## src/rtl/prot_pkg.sv

```systemverilog
package prot_pkg;

    typedef enum logic [1:0] {
        HIC_RUN   = 2'd0,
        HIC_OFF   = 2'd1,
        HIC_RETRY = 2'd2
    } hic_state_e;

    typedef struct packed {
        logic off_now;
        logic sticky;
    } hic_out_t;

    function automatic int unsigned cnt_width(input int unsigned n);
        return (n < 2) ? 1 : $clog2(n);
    endfunction

    function automatic int unsigned max_u(input int unsigned a, input int unsigned b);
        return (a > b) ? a : b;
    endfunction

endpackage

```

## src/rtl/prot_ovl_filter.sv

```systemverilog
module prot_ovl_filter (
    input  logic clk,
    input  logic rst,
    input  logic raw,
    output logic level
);
    logic meta_q, sync_q, prev_q;

    always_ff @(posedge clk) begin
        if (rst) begin
            meta_q <= 1'b0;
            sync_q <= 1'b0;
            prev_q <= 1'b0;
            level  <= 1'b0;
        end else begin
            meta_q <= raw;
            sync_q <= meta_q;
            prev_q <= sync_q;
            if (sync_q == prev_q) begin
                level <= sync_q;
            end
        end
    end
endmodule

```

## src/rtl/prot_temp_latch.sv

```systemverilog
module prot_temp_latch (
    input  logic clk,
    input  logic rst,
    input  logic trip,
    input  logic release_lvl,
    output logic hot
);
    always_ff @(posedge clk) begin
        if (rst) begin
            hot <= 1'b0;
        end else if (trip) begin
            hot <= 1'b1;
        end else if (release_lvl) begin
            hot <= 1'b0;
        end
    end
endmodule

```

## src/rtl/prot_hiccup_fsm.sv

```systemverilog
module prot_hiccup_fsm
    import prot_pkg::*;
#(
    parameter int unsigned OFF_TICKS = 900,
    parameter int unsigned ON_TICKS  = 90
) (
    input  logic     clk,
    input  logic     rst,
    input  logic     tick,
    input  logic     static_mode,
    input  logic     ovl,
    output hic_out_t status
);
    localparam int unsigned CW = cnt_width(max_u(OFF_TICKS, ON_TICKS));
    localparam logic [CW-1:0] OFF_LAST = CW'(OFF_TICKS - 1);
    localparam logic [CW-1:0] ON_LAST  = CW'(ON_TICKS - 1);

    hic_state_e    state;
    logic [CW-1:0] cnt;
    logic          sticky;
    logic          dirty;

    always_ff @(posedge clk) begin
        if (rst || static_mode) begin
            state  <= HIC_RUN;
            cnt    <= '0;
            sticky <= 1'b0;
            dirty  <= 1'b0;
        end else begin
            case (state)
                HIC_RUN: begin
                    if (ovl) begin
                        state  <= HIC_OFF;
                        cnt    <= '0;
                        sticky <= 1'b1;
                    end
                end
                HIC_OFF: begin
                    if (tick) begin
                        if (cnt == OFF_LAST) begin
                            state <= HIC_RETRY;
                            cnt   <= '0;
                            dirty <= 1'b0;
                        end else begin
                            cnt <= cnt + 1'b1;
                        end
                    end
                end
                HIC_RETRY: begin
                    if (ovl) begin
                        dirty <= 1'b1;
                    end
                    if (tick) begin
                        if (cnt == ON_LAST) begin
                            cnt <= '0;
                            if (dirty || ovl) begin
                                state <= HIC_OFF;
                            end else begin
                                state  <= HIC_RUN;
                                sticky <= 1'b0;
                            end
                        end else begin
                            cnt <= cnt + 1'b1;
                        end
                    end
                end
                default: begin
                    state <= HIC_RUN;
                    cnt   <= '0;
                end
            endcase
        end
    end

    always_comb begin
        status.off_now = (state == HIC_OFF);
        status.sticky  = sticky;
    end
endmodule

```

## src/rtl/prot_hiccup_ctrl.sv

```systemverilog
module prot_hiccup_ctrl
    import prot_pkg::*;
#(
    parameter int unsigned OFF_TICKS = 900,
    parameter int unsigned ON_TICKS  = OFF_TICKS / 10
) (
    input  logic clk,
    input  logic rst,
    input  logic tick_ms,
    input  logic power_en,
    input  logic static_mode,
    input  logic ovl_raw,
    input  logic temp_trip,
    input  logic temp_release,
    output logic out_enable,
    output logic ovl_flag,
    output logic temp_flag
);
    logic     ovl_q;
    hic_out_t hic;

    prot_ovl_filter u_filter (
        .clk   (clk),
        .rst   (rst),
        .raw   (ovl_raw),
        .level (ovl_q)
    );

    prot_temp_latch u_temp (
        .clk         (clk),
        .rst         (rst),
        .trip        (temp_trip),
        .release_lvl (temp_release),
        .hot         (temp_flag)
    );

    prot_hiccup_fsm #(
        .OFF_TICKS (OFF_TICKS),
        .ON_TICKS  (ON_TICKS)
    ) u_fsm (
        .clk         (clk),
        .rst         (rst),
        .tick        (tick_ms),
        .static_mode (static_mode),
        .ovl         (ovl_q),
        .status      (hic)
    );

    assign out_enable = power_en & ~temp_flag & ~hic.off_now;
    assign ovl_flag   = static_mode ? ovl_q : hic.sticky;
endmodule

```

## config.mk

```make
export PLATFORM = sky130hd
export DESIGN_NAME = prot_hiccup_ctrl
export DESIGN_NICKNAME = d
export VERILOG_FILES = /design/src/rtl/prot_pkg.sv /design/src/rtl/prot_ovl_filter.sv /design/src/rtl/prot_temp_latch.sv /design/src/rtl/prot_hiccup_fsm.sv /design/src/rtl/prot_hiccup_ctrl.sv
export SDC_FILE = /design/constraint.sdc
export NUM_CORES = 1
export LEC_CHECK = 0
export ABC_CLOCK_PERIOD_IN_PS = 3500
export BUFFER_PORTS_ARGS = -buffer_cell sky130_fd_sc_hd__buf_2
export CAP_MARGIN = 40
export CORE_AREA = 2 2 49 51
export DETAILED_ROUTE_END_ITERATION = 6
export DIE_AREA = 0 0 51 53
export PLACE_DENSITY = 0.79
export SETUP_SLACK_MARGIN = 0.15
export SLEW_MARGIN = 20
export SYNTH_ARGS = -nofsm -noshare
export SYNTH_HDL_FRONTEND = slang
export SYNTH_SLANG_ARGS = --single-unit
```

## constraint.sdc

```tcl
create_clock -name clk -period 3.5 [get_ports clk]
set_input_delay 0.7 -clock clk [delete_from_list [all_inputs] [get_ports clk]]
set_output_delay 0.7 -clock clk [all_outputs]
set_load 0.03 [all_outputs]
```

# After elaboration in Yosys (flattened, before gate mapping)
# Index checks and enable logic that the tools add are counted.
[op_classes]
addsub = 1
n_eq_ne = 12
mux = 24
n_bitwise = 4
reduce_logical = 10
[op_table]
columns = ["operator", "count"]
rows = [
  ["2-to-1 mux 10 bit", 5],
  ["case mux 10 bit (3 select lines)", 1],
  ["adder 10 x 1 -> 10 bit, second input constant", 1],
  ["equality test 10 bit, second input constant", 1],
  ["equality test 10 x 7 -> 1 bit, second input constant", 1],
  ["2-to-1 mux 1 bit", 10],
  ["2-to-1 mux 2 bit", 5],
  ["inequality test 2 bit, second input constant", 5],
  ["AND reduction 5 bit", 2],
  ["case mux 2 bit (3 select lines)", 1],
  ["nonzero test 2 bit", 3],
  ["inequality test 2 x 1 -> 1 bit, second input constant", 2],
  ["case mux 1 bit (2 select lines)", 2],
  ["AND reduction 4 bit", 1],
  ["AND reduction 3 bit", 1],
  ["AND 1 bit", 2],
  ["equality test 2 x 1 -> 1 bit, second input constant", 1],
  ["equality test 2 bit, second input constant", 1],
  ["logical NOT 2 bit", 1],
  ["logical OR 1 bit", 2],
  ["inverter 1 bit", 2],
  ["equality test 1 bit", 1],
]
[totals]
register_bits = 19
output_inout_bits = 3
wordCells = 60

# Depth between registers and ports, before layout
[depth]
depth_word = 5
ltp_mapped = 6

# Modules after synthesis
# A second synthesis with hierarchy kept.
[hier_totals]
cells_unflattened = 122
hier_area_um2 = 1066.0
[modules_own_cells]
columns = ["module", "n_inst", "cells_each", "area_per_inst_um2", "seq_area_each_um2"]
rows = [
  ["prot_hiccup_fsm", 1, 106, 892.1, 280.3],
  ["prot_ovl_filter", 1, 10, 112.6, 80.1],
  ["prot_temp_latch", 1, 4, 38.8, 20.0],
  ["prot_hiccup_ctrl", 1, 2, 22.5, 0.0],
]

# Worst setup path after synthesis
# Ideal clock, no wire load.
[synth_path]
path_type = "input to output"
from = "input port power_en"
to = "output port out_enable"
t_arrival_ns = 1.431
required_time_ns = 2.800
slack_ns = 1.369
path_stages = 1
path_buffers = 0
cell_sequence = "nor3b_1"
[synth_between]
elab_chain_len = 2
[synth_lines]
columns = ["item", "line", "source"]
rows = [
  ["start: declaration", "prot_hiccup_ctrl.sv:10", "input logic power_en,"],
  ["AND 1 bit (2 in a row)", "prot_hiccup_ctrl.sv:49", "assign out_enable = power_en & ~temp_flag & ~hic.off_now;"],
  ["end: declaration", "prot_hiccup_ctrl.sv:15", "output logic out_enable,"],
]
# Every way passes these cells.

# Worst setup path after layout
[layout_path]
from = "register u_fsm.state[1]"
to = "output port out_enable"
[layout_between]
elab_chain_len = 3
[layout_lines]
columns = ["item", "line", "source"]
rows = [
  ["start: declaration", "prot_hiccup_fsm.sv:18", "hic_state_e state;"],
  ["start signal: assignment", "prot_hiccup_fsm.sv:25", "state <= HIC_RUN;"],
  ["start signal: assignment", "prot_hiccup_fsm.sv:33", "state <= HIC_OFF;"],
  ["start signal: assignment", "prot_hiccup_fsm.sv:41", "state <= HIC_RETRY;"],
  ["equality test 2 x 1 -> 1 bit", "prot_hiccup_fsm.sv:76", "status.off_now = (state == HIC_OFF);"],
  ["inverter 1 bit", "prot_hiccup_ctrl.sv:49", ""],
  ["AND 1 bit", "prot_hiccup_ctrl.sv:49", ""],
]
# Every way passes these cells.

==> impl_metrics.ini <==
[cells_and_area]
n_antenna_cell = 0
regArea_um2 = 380.4
multiInputGateArea_um2 = 689.4
drive_gt1_share_pct = 14.89
mostFrequentLayoutCells = 19 x dfxtp_1, 12 x nand2_1, 10 x inv_1, 10 x buf_2, 8 x nor2_1
n_fill_cell = 208
final_cells = 169
area_delta_synth_final_pct = 7.497
final_common_cell = dfxtp_1
nNetsFinal = 156

[setup_path]
required_ns = 2.80
r2r_cells = 5
path_max_fanout = 4
reg2reg_to = u_fsm.state[0]$_SDFFE_PP0P_
arrival_ns = 1.44
end_kind = primary output
critPathKind = flip-flop to primary output
critPathLaunchType = flip-flop
reg2reg_from = u_fsm.cnt[0]$_SDFFE_PP0P_
rrSetupSlack_ns = 1.43

[drt]
drcViolationCount = 0
wl_mm = 2.470
wl_met2_mm = 1.212
route.top_layer_used = met4
dr.pass1.iters = 4
met3_length_um = 131
drtIter0Drc = 38
viasPerCell = 6.018
dr_total_vias = 1017
drtAntennaViolNets = 0
avgRoutedWirePerCell_um = 14.62
met1_length_mm = 1.093

[power]
ir_worst_vdd_v = 0.0002762
total_power_w = 0.0003507
p_per_area_nw_per_um2 = 287.4
power.leakage_nw = 0.4287

[min_path]
holdCritStartpoint = u_filter.meta_q$_SDFF_PP0_
holdPathStages = 1
min_path_type = flip-flop to flip-flop
hold_path_end = u_filter.sync_q$_SDFF_PP0_

[floorplan]
core_area_um2 = 2148
pin_count = 11
die_area_um2 = 2703
die_h_um = 53
die_w_um = 51
start_util_pct = 52.82
rows = 17

[synthesis]
synth_area_per_cell_um2 = 8.663
seq_area_frac_synth_pct = 33.52
synth_area_um2 = 1135
synth_cell_types = 40
async_flop_share_pct = 0
ys_ff_latch = 19
synth_warnings = 0
syn_inst = 131
synth_flop_cell = dfxtp_1
syn-num-nets = 145
synth_edf_count = 0

[cts]
clockBufferDepth = 2
clock-sinks = 19
holdBufCountCts = 0
cts.repair.resized = 0
cts_setup_buffers = 0
cts_tree = built
numCtsBuffers = 3
h-tree-depth = 1
root_buffer = clkbuf_4
clk_pin_slew_ns = 0.12
clkLatencyLatePin_ns = 0.30

[placed_design]
numPortBuffers = 10
globalplace.congestion = 0.8740
place_hpwl_mm = 1.921
dp_slack_ns = 1.215
dp.cells = 165

[sta]
timing.final.crit_period_ns = 2.138
setup_violations = 0
hold_viol = 0
whs_ns = 0.4638
relSlewSlack_pct = 59.75
finalMaxSlewViolations = 0
clock_skew_ns = 0.009515
setup_ws_ns = 1.362
rsz0062_at_grt = false
tightest_slew_ns = 0.6037
max_freq_mhz = 467.6
period_share_pct = 61.10
tns_ns = 0

[global_routing]
grtUsageTotal_pct = 20.13
gr-total-overflow = 0
antenna_found_initial = 0
grt_pass1_vias = 919
grt_start_max_net_pins = 12
grt_pass1_wl_mm = 4.112

[job]
cap_violations = 0

[status]
status = finished, final reports clean
[synthesized netlist by cell type, drive strengths merged, types with 4 or more instances]
master / instances / area (um^2)
a31oi: 6 / 37.54
o311ai: 6 / 52.55
nor2b: 4 / 25.02
a21oi: 7 / 35.03
nor2: 8 / 30.03
dfxtp: 19 / 380.4
o211ai: 6 / 45.04
nand3: 6 / 30.03
inv: 10 / 37.54
ha: 6 / 75.07
o21ai: 5 / 25.02
nand2: 12 / 45.04
[critical path, stage by stage (launching register included)]
cell and delay, ns:
dfxtp_1 0.41, inv_1 0.08, ha_1 0.23, nor3b_1 0.20
buf_2 0.23
[where the power goes]
group	switching [W]	total, W	internal, W	leakage [nW]
sequential	0.00000122	0.000220	0.000218	0.154
clock	0.0000696	0.000112	0.0000425	0.0177
combinational	0.0000121	0.0000190	0.00000690	0.257
[stage by stage]
stage	area (um^2)	utilization [%]
6_report	1220	56.79
2_1_floorplan	1135	-
3_3_place_gp	1192	55.50
5_1_grt	1220	56.79
3_5_place_dp	1192	55.50
4_1_cts	1220	56.79
[metal layers]
layer | up-vias | track usage, %
li1 | 510 | -
met1 | 476 | 26.42
met2 | 27 | 32.90
met3 | 4 | 2.825
met4 | 0 | 8.559
met5 | - | 0
[cell type report]
class | instances | area share [%]
timing repair buffer | 10 | 4.103
multi-input combinational | 98 | 56.51
inverter | 10 | 3.077
clock inverter | 1 | 0.4103
sequential | 19 | 31.18
clock buffer | 3 | 1.846
tap | 28 | 2.872
[cells by family after synthesis]
kind of cell	after synthesis	share of synthesized area, %
flops	19	33.52
xor+xnor	2	1.544
fa+ha+maj	6	6.615
mux	1	0.9922
compound gates	39	25.03
buf+inv	14	5.733
simple gates	50	26.57
[how the worst max path moves through the flow]
stage	end	depth (start not counted)	from
floorplan	out_enable	1	power_en
global placement	u_fsm.cnt[5]$_SDFFE_PP0P_	5	rst
detailed placement	u_fsm.cnt[3]$_SDFFE_PP0P_	5	rst
CTS	out_enable	4	u_fsm.state[1]$_SDFFE_PP0P_
global route	out_enable	4	u_fsm.state[1]$_SDFFE_PP0P_
finish	out_enable	4	u_fsm.state[1]$_SDFFE_PP0P_
[registers in the layout (all words and copies together), names as in the netlist]
| register | count |
|---|---|
| u_filter.sync_q | 1 |
| u_filter.prev_q | 1 |
| u_fsm.sticky | 1 |
| u_filter.meta_q | 1 |
| u_filter.level | 1 |
| u_temp.hot | 1 |
| u_fsm.state | 2 |
| u_fsm.dirty | 1 |
| u_fsm.cnt | 10 |
Power figures use the tool's default switching activity.
